[config.mk]
export PLATFORM = sky130hd
export DESIGN_NAME = serial_rom_bank
export DESIGN_NICKNAME = d
export VERILOG_FILES = /design/src/rtl/srom_pkg.sv /design/src/rtl/srom_ctrl.sv /design/src/rtl/srom_datapath.sv /design/src/rtl/serial_rom_bank.sv
export SDC_FILE = /design/constraint.sdc
export NUM_CORES = 1
export LEC_CHECK = 0
export BUFFER_PORTS_ARGS = -buffer_cell sky130_fd_sc_hd__buf_2
export CORE_AREA = 2 2 87 89
export CTS_CLUSTER_DIAMETER = 200
export DETAILED_ROUTE_END_ITERATION = 12
export DIE_AREA = 0 0 89 91
export GPL_TIMING_DRIVEN = 0
export PLACE_DENSITY_LB_ADDON = 0.05
export SLEW_MARGIN = 20
export SYNTH_ARGS = -nofsm -noshare
export SYNTH_HDL_FRONTEND = slang
export SYNTH_SLANG_ARGS = --single-unit
export TNS_END_PERCENT = 50
[constraint.sdc]
create_clock -name clk -period 6.7 [get_ports clk]
set_input_delay 1.675 -clock clk [delete_from_list [all_inputs] [get_ports clk]]
set_output_delay 1.675 -clock clk [all_outputs]
set_load 0.1 [all_outputs]
[src/rtl/srom_pkg.sv]
package srom_pkg;
  localparam int ADDR_BITS  = 8;
  localparam int INSTR_BITS = 10;
  localparam logic [INSTR_BITS-1:0] SEL_MASK = 10'b0000011111;
  localparam logic [INSTR_BITS-1:0] SEL_CODE = 10'b0000010000;

  typedef struct packed {
    logic addrShift;
    logic instrLoad;
    logic instrShift;
    logic outWin;
    logic snoopShift;
    logic decode;
  } strobe_t;

  // Content rule shared by all banks; select words sit at 0xF0..0xF7.
  function automatic logic [INSTR_BITS-1:0] romWord(input int bank, input int addr);
    logic [INSTR_BITS-1:0] v;
    logic [7:0] a;
    a = addr[7:0];
    if (a[7:3] == 5'b11110) begin
      v = {a[2:0], 2'b00, 5'b10000};
    end else begin
      v = INSTR_BITS'((13 * addr + 101 * bank + 5) % 1024);
      if (v[4:0] == 5'b10000) v[0] = 1'b1;
    end
    return v;
  endfunction
endpackage

[src/rtl/srom_ctrl.sv]
module srom_ctrl import srom_pkg::*; #(
  parameter int WORD_BITS = 56,
  parameter int ABITS     = 8,
  parameter int IBITS     = 10,
  localparam int CW       = $clog2(WORD_BITS)
) (
  input  logic          clk,
  input  logic          rstN,
  input  logic          syncIn,
  output strobe_t       stb,
  output logic [CW-1:0] bitCnt,
  output logic          running
);
  localparam int OUT_LAST = ABITS + IBITS - 1;

  logic syncQ;
  logic startPend;

  always_ff @(posedge clk or negedge rstN) begin
    if (!rstN) begin
      syncQ     <= 1'b0;
      startPend <= 1'b0;
      running   <= 1'b0;
      bitCnt    <= '0;
    end else begin
      syncQ     <= syncIn;
      startPend <= syncQ & ~syncIn;
      if (startPend) begin
        bitCnt  <= '0;
        running <= 1'b1;
      end else if (running) begin
        bitCnt <= (bitCnt == CW'(WORD_BITS - 1)) ? '0 : bitCnt + 1'b1;
      end
    end
  end

  logic inWin;
  always_comb begin
    inWin          = running && (bitCnt >= CW'(ABITS)) && (bitCnt <= CW'(OUT_LAST));
    stb.addrShift  = running && (bitCnt < CW'(ABITS - 1));
    stb.instrLoad  = running && (bitCnt == CW'(ABITS - 1));
    stb.instrShift = inWin;
    stb.outWin     = inWin;
    stb.snoopShift = inWin && (bitCnt != CW'(OUT_LAST));
    stb.decode     = running && (bitCnt == CW'(OUT_LAST));
  end
endmodule

[src/rtl/srom_datapath.sv]
module srom_datapath import srom_pkg::*; #(
  parameter int BANK_ID = 0,
  parameter int ABITS   = 8,
  parameter int IBITS   = 10
) (
  input  logic    clk,
  input  logic    rstN,
  input  logic    initIn,
  input  logic    addrIn,
  input  logic    instrBus,
  input  strobe_t stb,
  output logic    instrOut,
  output logic    enState
);
  localparam int DEPTH = 1 << ABITS;
  localparam logic RESET_EN = (BANK_ID == 0);

  function automatic logic [DEPTH*IBITS-1:0] buildImage();
    logic [DEPTH*IBITS-1:0] img;
    img = '0;
    for (int a = 0; a < DEPTH; a++) img[a*IBITS +: IBITS] = romWord(BANK_ID, a);
    return img;
  endfunction

  localparam logic [DEPTH*IBITS-1:0] IMAGE = buildImage();

  logic [ABITS-2:0] addrSr;
  logic [IBITS-1:0] instrSr;
  logic [IBITS-2:0] snoopSr;
  logic [ABITS-1:0] fetchAddr;
  logic [IBITS-1:0] fetchWord;
  logic [IBITS-1:0] snoopWord;
  logic             isSelect;
  logic             selMatch;

  always_comb begin
    fetchAddr = {addrIn, addrSr};
    fetchWord = IMAGE[int'(fetchAddr)*IBITS +: IBITS];
    snoopWord = {instrBus, snoopSr};
    isSelect  = (snoopWord & SEL_MASK) == SEL_CODE;
    selMatch  = snoopWord[IBITS-1:IBITS-3] == 3'(BANK_ID);
  end

  always_ff @(posedge clk or negedge rstN) begin
    if (!rstN) begin
      addrSr  <= '0;
      instrSr <= '0;
      snoopSr <= '0;
    end else begin
      if (stb.addrShift)  addrSr  <= {addrIn, addrSr[ABITS-2:1]};
      if (stb.instrLoad)  instrSr <= fetchWord;
      else if (stb.instrShift) instrSr <= {1'b0, instrSr[IBITS-1:1]};
      if (stb.snoopShift) snoopSr <= {instrBus, snoopSr[IBITS-2:1]};
    end
  end

  always_ff @(posedge clk or negedge rstN) begin
    if (!rstN)                     enState <= RESET_EN;
    else if (initIn)               enState <= RESET_EN;
    else if (stb.decode && isSelect) enState <= selMatch;
  end

  assign instrOut = enState & stb.outWin & instrSr[0];
endmodule

[src/rtl/serial_rom_bank.sv]
module serial_rom_bank import srom_pkg::*; #(
  parameter int BANK_ID   = 0,
  parameter int WORD_BITS = 56
) (
  input  logic clk,
  input  logic rstN,
  input  logic initIn,
  input  logic syncIn,
  input  logic addrIn,
  input  logic instrBus,
  output logic instrOut
);
  localparam int CW = $clog2(WORD_BITS);

  strobe_t       stb;
  logic [CW-1:0] bitCnt;
  logic          running;
  logic          enState;

  srom_ctrl #(.WORD_BITS(WORD_BITS), .ABITS(ADDR_BITS), .IBITS(INSTR_BITS)) u_ctrl (
    .clk(clk), .rstN(rstN), .syncIn(syncIn),
    .stb(stb), .bitCnt(bitCnt), .running(running)
  );

  srom_datapath #(.BANK_ID(BANK_ID), .ABITS(ADDR_BITS), .IBITS(INSTR_BITS)) u_dp (
    .clk(clk), .rstN(rstN), .initIn(initIn), .addrIn(addrIn),
    .instrBus(instrBus), .stb(stb), .instrOut(instrOut), .enState(enState)
  );
endmodule

==> impl_metrics.toml <==
[yosys]
synth_top_area_cell = "dfrtp_1"
yosysSeqAreaShare = 0.3257
synthesis.nets = 331
post_synth_num_cell_types = 65
synth_warnings = 0
synth-edff-count = 0
avgSynthCellArea_um2 = 8.879
netlist_area_mm2 = 0.002770
synthTopCellsByArea = "dfrtp_1, ha_1, o21ai_0, mux2_2, nand2_1"
async_reset_ff_frac = 1.000
synth-seq-cells = 36
synth_cells = 312
synth_flop_cell = "dfrtp_1"
synth_top_area_share = 0.3162

[setup_path]
path_buf_inv = 1
rrSetupSlack_ps = 3820
required_ps = 5030
path_delay_family = "flip-flops"
crit_type = "reg2out"
reg2reg_to = "u_dp.instrSr[4]$_DFFE_PN0P_"
slowest_stage = "dfrtp_1"
critPathMaxFanout = 8
max_stage_delay_ps = 550
endpoint_kind = "output port"
reg2reg_depth = 7
startpoint_type = "flop"
r2r_start = "u_dp.addrSr[1]$_DFFE_PN0P_"
critPathArrivalTime_ps = 2240
critical_path.cell_chain = "nor3b_4, o21ai_2, a21oi_2, and3_1, buf_2"

[layout]
syn_to_final_growth_pct = 9.575
layout.nets = 344
final_common_cell = "dfrtp_1"
antenna_cells = 0
fill_cells = 765
fin_util = 0.4253
layout-drive-gt1-share = 0.1595
final_cell_mix = "dfrtp_1, nand2_1, o21ai_0, nor2_1, a21oi_1"

[power]
power.total_w = 0.001482
p_leak_nw = 1.294
power_density_mw_per_mm2 = 488.3
vdd_ir_drop_max_mv = 0.1494

[clock_tree]
cts_sinks = 36
clk-insertion-delay-late_ps = 300
cts_tree = "built"
cts_hold_buf = 0
path_clk_slew_ps = 80
cts_setup_buffers = 0
h-tree-depth = 2
numCtsBuffers = 5
post_cts_resized = 0
clock_path_buffers = 2
cts_root_buffer = "clkbuf_8"

[route]
wire_per_inst_um = 17.42
routed_via_density = 5.734
vias = 2437
routed_wl_um = 7405
drt_iter0_markers = 258
drc = 0
dr.pass1.iters = 5
antenna_left = 0

[worst_hold_path]
min_path_cells = 1
min_to = "u_ctrl.startPend$_DFF_PN0_"
hold_path.class = "reg2reg"
hp-start = "u_ctrl.syncQ$_DFF_PN0_"

[floorplan]
ios = 7
start_util = 0.3881
die_area_mm2 = 0.008099
die_y_um = 91
coreArea_mm2 = 0.007137
rows = 31
die_w_um = 89

[timing]
worst_slew_pin_slew_ps = 819.2
fin_crit_sh = 0.5845
setup_viol = 0
hold_viol = 0
tns_ps = 0
relSlewSlack = 0.4538
rsz0062_at_grt = "false"
clock_skew_ps = 3.898
max_freq_mhz = 255.3
slew_violations = 0
timing.final.crit_period_ps = 3916
setup_ws_ps = 2784
fin_hold_ws_ps = 479.0

[grt]
grt_pass1_wl_um = 12280
grt_usage = 0.1932
overflow = 0
grt_pass1_vias = 2354
antenna_found_initial = 0
grt_max_degree = 37

[placed_design]
gp_congestion = 0.8875
pre_cts_ws_ps = 3103
place_hpwl_um = 5219
place.port_buffers = 6

[outcome]
outcome = "finished, final reports clean"

[job]
maxCapViolCount = 0
## state kept, by name (all words and copies together) (netlist names)
signal	count
u_ctrl.running	1
u_dp.enState	1
u_ctrl.bitCnt	6
u_ctrl.syncQ	1
u_dp.addrSr	7
u_dp.snoopSr	9
u_ctrl.startPend	1
u_dp.instrSr	10
## power by group
group          switching (W)  total, W  internal [W]  leakage (nW)
sequential         0.0000659  0.000362      0.000296         0.447
combinational       0.000554  0.000919      0.000365         0.793
clock              0.0000912  0.000201      0.000110        0.0541
total               0.000711   0.00148      0.000771          1.29
## worst max path at each step
stage	from	to	slack [ps]	cells after the start
after global routing	u_ctrl.bitCnt[4]$_DFFE_PN0P_	instrOut	2650	5
after detailed placement	u_ctrl.bitCnt[4]$_DFFE_PN0P_	instrOut	3100	5
after floorplan	u_ctrl.bitCnt[4]$_DFFE_PN0P_	instrOut	3110	4
after CTS	u_ctrl.bitCnt[4]$_DFFE_PN0P_	instrOut	2770	5
final	u_ctrl.bitCnt[4]$_DFFE_PN0P_	instrOut	2780	5
after global placement	u_ctrl.bitCnt[4]$_DFFE_PN0P_	instrOut	3130	5
## cell type report
class,instances,area [um^2],area share
clock buffer,5,68.82,0.02267
buffer,24,128.9,0.04246
multi-input combinational,240,1694,0.5581
timing repair buffer,6,30.03,0.009893
tap,99,123.9,0.04081
clock inverter,3,42.54,0.01401
sequential,36,902.1,0.2972
inverter,12,45.04,0.01484
## Yosys cell counts (3+ instances only)
cell type and instances:
a211o_1 4, a21oi_1 19, a221o_1 3, a31oi_1 3, and3_1 6, buf_2 10, buf_6 3, clkbuf_1 10
dfrtp_1 35, ha_1 13, inv_1 12, mux2_2 11, mux2i_1 8, nand2_1 29, nand2b_1 12, nand3_1 8
nor2_1 19, nor2b_1 5, nor3_1 4, nor4_1 4, nor4b_1 4, o211ai_1 6, o21ai_0 25, o22ai_1 3
## through the flow
stage	instances	instance area, um^2
6_report	425	3035
2_1_floorplan	312	2770
3_5_place_dp	417	2924
4_1_cts	425	3035
3_3_place_gp	417	2924
5_1_grt	425	3035
## kinds of logic (layout without fill, tap and decap cells)
logic type      count (synthesis)  after routing  share of synthesized area
xor+xnor                        2              2                   0.006325
simple gates                  112            112                     0.2385
fa+ha+maj                      13             13                    0.05872
buf+inv                        36             50                    0.06278
compound gates                 93             93                     0.2263
mux                            20             20                    0.08175
flops                          36             36                     0.3257
## layer usage
layer,GRT usage,vias up,wire length [um]
met5,0,-,0
met4,0.06095,0,179
met3,0.03818,20,450
met2,0.2718,79,3162
met1,0.2938,1166,3612
li1,-,1172,-
Power figures use the tool's default switching activity.
